$ cat src/rtl/pair_seq_pkg.sv
package pair_seq_pkg;

  typedef enum logic [1:0] {
    CLS_PLAIN  = 2'b00,
    CLS_QLOAD  = 2'b01,
    CLS_QSTORE = 2'b10,
    CLS_PLAIN2 = 2'b11
  } op_cls_e;

endpackage

$ cat src/rtl/pair_seq_legality.sv
module pair_seq_legality #(
  parameter int REG_W = 5
) (
  input  logic [1:0]       cls,
  input  logic             atomic,
  input  logic [REG_W-1:0] rt,
  input  logic [REG_W-1:0] ra,
  input  logic [REG_W-1:0] rb,
  output logic             is_quad,
  output logic             illegal
);
  import pair_seq_pkg::*;

  logic is_qload;
  logic base_clash;
  logic index_clash;

  always_comb begin
    is_qload    = (cls == CLS_QLOAD);
    is_quad     = (cls == CLS_QLOAD) || (cls == CLS_QSTORE);
    base_clash  = (ra == rt);
    index_clash = (rb == rt);
    illegal     = is_qload && (base_clash || (atomic && index_clash));
  end

endmodule

$ cat src/rtl/pair_seq_regsel.sv
module pair_seq_regsel #(
  parameter int REG_W = 5
) (
  input  logic [REG_W-1:0] rt,
  input  logic             little,
  output logic [REG_W-1:0] first_reg,
  output logic [REG_W-1:0] second_reg
);
  logic [REG_W-1:0] odd_reg;
  logic [REG_W-1:0] even_reg;

  always_comb begin
    odd_reg    = {rt[REG_W-1:1], 1'b1};
    even_reg   = {rt[REG_W-1:1], 1'b0};
    first_reg  = little ? odd_reg  : even_reg;
    second_reg = little ? even_reg : odd_reg;
  end

endmodule

$ cat src/rtl/pair_seq_core.sv
module pair_seq_core #(
  parameter int REG_W = 5
) (
  input  logic             clk,
  input  logic             rst,
  input  logic             flush,
  input  logic             in_valid,
  output logic             in_ready,
  input  logic [1:0]       in_cls,
  input  logic [REG_W-1:0] in_ra,
  input  logic [REG_W-1:0] in_rb,
  input  logic             in_atomic,
  input  logic [REG_W-1:0] plain_reg,
  input  logic [REG_W-1:0] first_reg,
  input  logic [REG_W-1:0] second_reg,
  input  logic             is_quad,
  input  logic             illegal,
  output logic             out_valid,
  input  logic             out_ready,
  output logic [1:0]       out_cls,
  output logic [REG_W-1:0] out_reg,
  output logic [REG_W-1:0] out_ra,
  output logic [REG_W-1:0] out_rb,
  output logic             out_atomic,
  output logic             out_repeat,
  output logic             out_second,
  output logic             out_illegal
);
  logic             vld_q;
  logic             pend_q;
  logic [REG_W-1:0] saved_q;
  logic             split;
  logic             accept;

  assign split    = is_quad && !illegal;
  assign in_ready = !flush && !pend_q && (!vld_q || out_ready);
  assign accept   = in_valid && in_ready;

  always_ff @(posedge clk) begin
    if (rst) begin
      vld_q       <= 1'b0;
      pend_q      <= 1'b0;
      saved_q     <= '0;
      out_cls     <= '0;
      out_reg     <= '0;
      out_ra      <= '0;
      out_rb      <= '0;
      out_atomic  <= 1'b0;
      out_repeat  <= 1'b0;
      out_second  <= 1'b0;
      out_illegal <= 1'b0;
    end else if (flush) begin
      vld_q  <= 1'b0;
      pend_q <= 1'b0;
    end else if (accept) begin
      vld_q       <= 1'b1;
      pend_q      <= split;
      saved_q     <= second_reg;
      out_cls     <= in_cls;
      out_reg     <= split ? first_reg : plain_reg;
      out_ra      <= in_ra;
      out_rb      <= in_rb;
      out_atomic  <= in_atomic;
      out_repeat  <= split;
      out_second  <= 1'b0;
      out_illegal <= illegal;
    end else if (vld_q && out_ready) begin
      if (pend_q) begin
        out_reg    <= saved_q;
        out_second <= 1'b1;
        pend_q     <= 1'b0;
      end else begin
        vld_q <= 1'b0;
      end
    end
  end

  assign out_valid = vld_q;

  // a stalled micro-operation does not change
  p_hold_stable_r7: assert property (@(posedge clk) disable iff (rst)
    (out_valid && !out_ready && !flush) |=>
      (out_valid && $stable(out_reg) && $stable(out_second) && $stable(out_cls)));

  // nothing new enters while a first half waits for its partner
  p_block_input_r7: assert property (@(posedge clk) disable iff (rst)
    (out_valid && out_repeat && !out_second) |-> !in_ready);

  // a consumed first half is followed at once by its second half
  p_second_follows_r2: assert property (@(posedge clk) disable iff (rst)
    (out_valid && out_ready && out_repeat && !out_second && !flush) |=>
      (out_valid && out_second && out_repeat));

  // the two halves address opposite registers of the pair
  p_pair_flip_r3: assert property (@(posedge clk) disable iff (rst)
    (out_valid && out_ready && out_repeat && !out_second && !flush) |=>
      (out_reg[0] != $past(out_reg[0])));

  // illegal forms are never repeated
  p_illegal_single_r5: assert property (@(posedge clk) disable iff (rst)
    (out_valid && out_illegal) |-> (!out_repeat && !out_second));

  // flush empties the output register
  p_flush_clear_r8: assert property (@(posedge clk) disable iff (rst)
    flush |=> !out_valid);

endmodule

$ cat src/rtl/pair_split_seq.sv
module pair_split_seq #(
  parameter int REG_W = 5
) (
  input  logic             clk,
  input  logic             rst,
  input  logic             flush,
  input  logic             in_valid,
  output logic             in_ready,
  input  logic [1:0]       in_cls,
  input  logic [REG_W-1:0] in_rt,
  input  logic [REG_W-1:0] in_ra,
  input  logic [REG_W-1:0] in_rb,
  input  logic             in_atomic,
  input  logic             in_little,
  output logic             out_valid,
  input  logic             out_ready,
  output logic [1:0]       out_cls,
  output logic [REG_W-1:0] out_reg,
  output logic [REG_W-1:0] out_ra,
  output logic [REG_W-1:0] out_rb,
  output logic             out_atomic,
  output logic             out_repeat,
  output logic             out_second,
  output logic             out_illegal
);
  logic             is_quad;
  logic             illegal;
  logic [REG_W-1:0] first_reg;
  logic [REG_W-1:0] second_reg;

  pair_seq_legality #(.REG_W(REG_W)) u_legal (
    .cls     (in_cls),
    .atomic  (in_atomic),
    .rt      (in_rt),
    .ra      (in_ra),
    .rb      (in_rb),
    .is_quad (is_quad),
    .illegal (illegal)
  );

  pair_seq_regsel #(.REG_W(REG_W)) u_regsel (
    .rt         (in_rt),
    .little     (in_little),
    .first_reg  (first_reg),
    .second_reg (second_reg)
  );

  pair_seq_core #(.REG_W(REG_W)) u_core (
    .clk         (clk),
    .rst         (rst),
    .flush       (flush),
    .in_valid    (in_valid),
    .in_ready    (in_ready),
    .in_cls      (in_cls),
    .in_ra       (in_ra),
    .in_rb       (in_rb),
    .in_atomic   (in_atomic),
    .plain_reg   (in_rt),
    .first_reg   (first_reg),
    .second_reg  (second_reg),
    .is_quad     (is_quad),
    .illegal     (illegal),
    .out_valid   (out_valid),
    .out_ready   (out_ready),
    .out_cls     (out_cls),
    .out_reg     (out_reg),
    .out_ra      (out_ra),
    .out_rb      (out_rb),
    .out_atomic  (out_atomic),
    .out_repeat  (out_repeat),
    .out_second  (out_second),
    .out_illegal (out_illegal)
  );

endmodule

$ cat config.mk
export PLATFORM = sky130hd
export DESIGN_NAME = pair_split_seq
export DESIGN_NICKNAME = d
export VERILOG_FILES = /design/src/rtl/pair_seq_pkg.sv /design/src/rtl/pair_seq_legality.sv /design/src/rtl/pair_seq_regsel.sv /design/src/rtl/pair_seq_core.sv /design/src/rtl/pair_split_seq.sv
export SDC_FILE = /design/constraint.sdc
export NUM_CORES = 1
export LEC_CHECK = 0
export ABC_AREA = 1
export CAP_MARGIN = 25
export CORE_MARGIN = 10
export CORE_UTILIZATION = 41
export DETAILED_ROUTE_END_ITERATION = 10
export MAX_ROUTING_LAYER = met4
export PLACE_DENSITY = 0.72
export SYNTH_ARGS = -nofsm -noshare
export SYNTH_HDL_FRONTEND = slang
export SYNTH_HIERARCHICAL = 1
export SYNTH_SLANG_ARGS = --single-unit
export TNS_END_PERCENT = 1
$ cat constraint.sdc
create_clock -name clk -period 1.32 [get_ports clk]
set_input_delay 0.198 -clock clk [delete_from_list [all_inputs] [get_ports clk]]
set_output_delay 0.198 -clock clk [all_outputs]
set_load 0.1 [all_outputs]
==> flow_metrics.env <==
export IMPL_die_height_um=80.2
export IMPL_fin_hold_ws_ns=0.239
export IMPL_crit_path_cell_trace="nor2_4, nand2_4, clkinvlp_4, buf_12"
export IMPL_drive_above_1_share_pct=27.6
export IMPL_cp_start_kind="flop"
export IMPL_grt_pass1_wl_mm=6.64
export IMPL_criticalPathCategory="flop to output port"
export IMPL_drv_slew=0
export IMPL_synth_area_leaders="dfxtp_1 38%, nand2_1 26%, inv_1 7.6%"
export IMPL_final_cell_area_um2=2390
export IMPL_crit_path_top_delay_cell="dfxtp_4"
export IMPL_reg2reg_depth=9
export IMPL_rsz0062_at_grt="yes"
export IMPL_worst_slack_ns=-0.00972
export IMPL_synth_top_cells_by_count="103 x nand2_1, 30 x inv_1, 28 x dfxtp_1"
export IMPL_finalPower_mw=2.11
export IMPL_cts_path_max_buffers=2
export IMPL_vias=1516
export IMPL_gr_total_overflow=0
export IMPL_die_area_um2=6430
export IMPL_cts_root_buf="clkbuf_4"
export IMPL_die_w_um=80.2
export IMPL_grt_pass1_vias=1518
export IMPL_routed_wirelength_mm=3.96
export IMPL_holdPathStages=4
export IMPL_critical_path_required_ns=1.12
export IMPL_relSlewSlack_pct=84.3
export IMPL_dpl_cell_area_um2=2310
export IMPL_dr_pass1_iters=4
export IMPL_core_region_area_um2=3420
export IMPL_ioPinCount=47
export IMPL_yosys_warnings=6
export IMPL_ys_seq_elements=28
export IMPL_nets=319
export IMPL_worstMarginPinSlew_ns=0.236
export IMPL_r2r_start="u_core/pend_q$_SDFFE_PP0P_"
export IMPL_synth_edf_count=0
export IMPL_ant_nets=0
export IMPL_timing_fmax_mhz=752
export IMPL_htree_levels=1
export IMPL_ir_worst_vdd_mv=0.477
export IMPL_dr_first_iter_drc_count=41
export IMPL_ys_async_sr_fraction_pct=0
export IMPL_slowest_delay_ns=0.38
export IMPL_cp_end_kind="output port"
export IMPL_path_clk_slew_ns=0.15
export IMPL_place_gp_congestion=0.833
export IMPL_violations="setup timing"
export IMPL_setup_violations=2
export IMPL_synth_fp_nets=258
export IMPL_start_util_pct=43.4
export IMPL_synth_most_common_cell="nand2_1"
export IMPL_leakage_nw=1.16
export IMPL_powerDensity_nw_per_um2=880
export IMPL_final_cell_count_no_fill=339
export IMPL_cts_sinks=28
export IMPL_post_drt_via_cell_ratio=4.47
export IMPL_cts_tree="yes"
export IMPL_skew_ns=0.00365
export IMPL_yosys_area_top_type="dfxtp_1"
export IMPL_drc_errors=0
export IMPL_hpwl_mm=3.03
export IMPL_drv_cap=0
export IMPL_worstHoldEndpoint="u_core/out_ra[3]$_SDFFE_PP0P_"
export IMPL_crit_fanout=2
export IMPL_insertion_delay_ns=0.33
export IMPL_synth_avg_cell_area_um2=6.37
export IMPL_finalHoldViolCount=0
export IMPL_core_rowCount=21
export IMPL_diodes=0
export IMPL_worstPathArrival_ns=1.13
export IMPL_wl_per_cell_um=11.7
export IMPL_area_growth_pct=61.4
export IMPL_outcome="complete, but fails checks"
export IMPL_synthFlopType="dfxtp_1"
export IMPL_antenna_found_initial=0
export IMPL_reg2reg_to="u_core/out_reg[3]$_SDFFE_PP0P_"
export IMPL_ys_seq_area_share_pct=37.8
export IMPL_io_buffers=46
export IMPL_ys_types=19
export IMPL_r2r_slack_ns=0.06
export IMPL_syn_area_um2=1480
export IMPL_min_path_type="input port to flop"
export IMPL_min_period_ns=1.33
export IMPL_cts_buffers=3
export IMPL_finalCritPeriodShare_pct=101
export IMPL_grt_usage_pct=12.7
export IMPL_synthCells=233
export IMPL_hp_start="in_ra[3]"
export IMPL_grt_max_degree=21
export IMPL_yosysTopAreaCellShare_pct=37.8
export IMPL_place_inst=331
export IMPL_dp_slack_ns=-0.679
-- repair_timing --
item / 4_1_cts / 5_1_grt
buffers inserted: 4 / 1
gates cloned: 0 / 0
pin swaps: 6 / 7
setup endpoints to repair: 8 / 17
hold buffers: 0 / 0
resized for setup: 27 / 20
-- per-stage QoR --
step	util [%]	setup TNS [ns]
floorplan	-	-0.00422
global placement	67.7	-6.69
detailed placement	67.7	-7.51
CTS	69.3	-0.0120
global route	70.1	-0.278
finish	70.1	-0.0139
-- how the worst max path moves through the flow --
stage,endpoint,cells past startpoint,startpoint
after floorplan,in_ready,3,u_core/out_valid$_SDFFE_PP0P_
after global placement,u_core/out_reg[3]$_SDFFE_PP0P_,15,in_rt[0]
after detailed placement,u_core/out_reg[3]$_SDFFE_PP0P_,15,in_rt[2]
after CTS,in_ready,4,u_core/pend_q$_SDFFE_PP0P_
after global routing,u_core/out_reg[3]$_SDFFE_PP0P_,13,in_rt[4]
final,in_ready,4,u_core/pend_q$_SDFFE_PP0P_
-- where the power goes --
| part | leakage [nW] | internal [mW] | switching [mW] | total, mW |
|---|---|---|---|---|
| Clock | 0.0210 | 0.169 | 0.259 | 0.428 |
| Sequential | 0.230 | 0.882 | 0.0345 | 0.917 |
| Combinational | 0.910 | 0.302 | 0.461 | 0.763 |
-- critical path: cells and delay by family (launching register included) --
kind	cells	cell delay (ns)
DFF	1	0.38
and+or+nand+nor	2	0.17
buffers and inverters	2	0.25
-- kinds of logic after synthesis --
kind of cell / count (synthesis) / synth area share, %
DFF: 28 / 37.8
AOI/OAI and AO/OA: 25 / 8.94
adders and majority gates: 1 / 0.843
buffers and inverters: 46 / 15.6
xor gates and xnor gates: 1 / 0.590
and+or+nand+nor: 132 / 36.3
-- final cells by class --
type	count	area, µm²
clock buffer	4	36.3
fill	295	1020
inverter	30	116
multi-input combinational	159	748
sequential	28	568
tap	46	57.6
timing repair buffer	72	868
-- per-layer routing --
metal / vias to the layer above / global-route usage, % / routed length, µm
met5: - / - / 0
met4: 0 / 2.82 / 11
met3: 2 / 4.34 / 257
met2: 32 / 22.2 / 1930
met1: 668 / 13.6 / 1770
li1: 814 / - / -
-- placed cells by master (no fill, tap or decap) --
cell type        instances
nand2_1                 97
inv_1                   26
dfxtp_1                 26
buf_12                  24
buf_4                   24
a21oi_1                 19
nor2_1                  15
dlygate4sd2_1           11
nand3_1                  8
clkdlybuf4s50_1          5
a21oi_2                  5
clkbuf_2                 4
nand2_2                  4
clkbuf_4                 3
clkdlybuf4s15_1          3
inv_2                    3
nand2_4                  3
nor2_4                   2
dfxtp_4                  2
clkbuf_8                 1
clkinvlp_4               1
nand3_2                  1
nand3_4                  1
o21ai_0                  1
nor2_2                   1
buf_6                    1
xnor2_2                  1
ha_1                     1
Note: power is estimated with default switching activity, not from simulation.
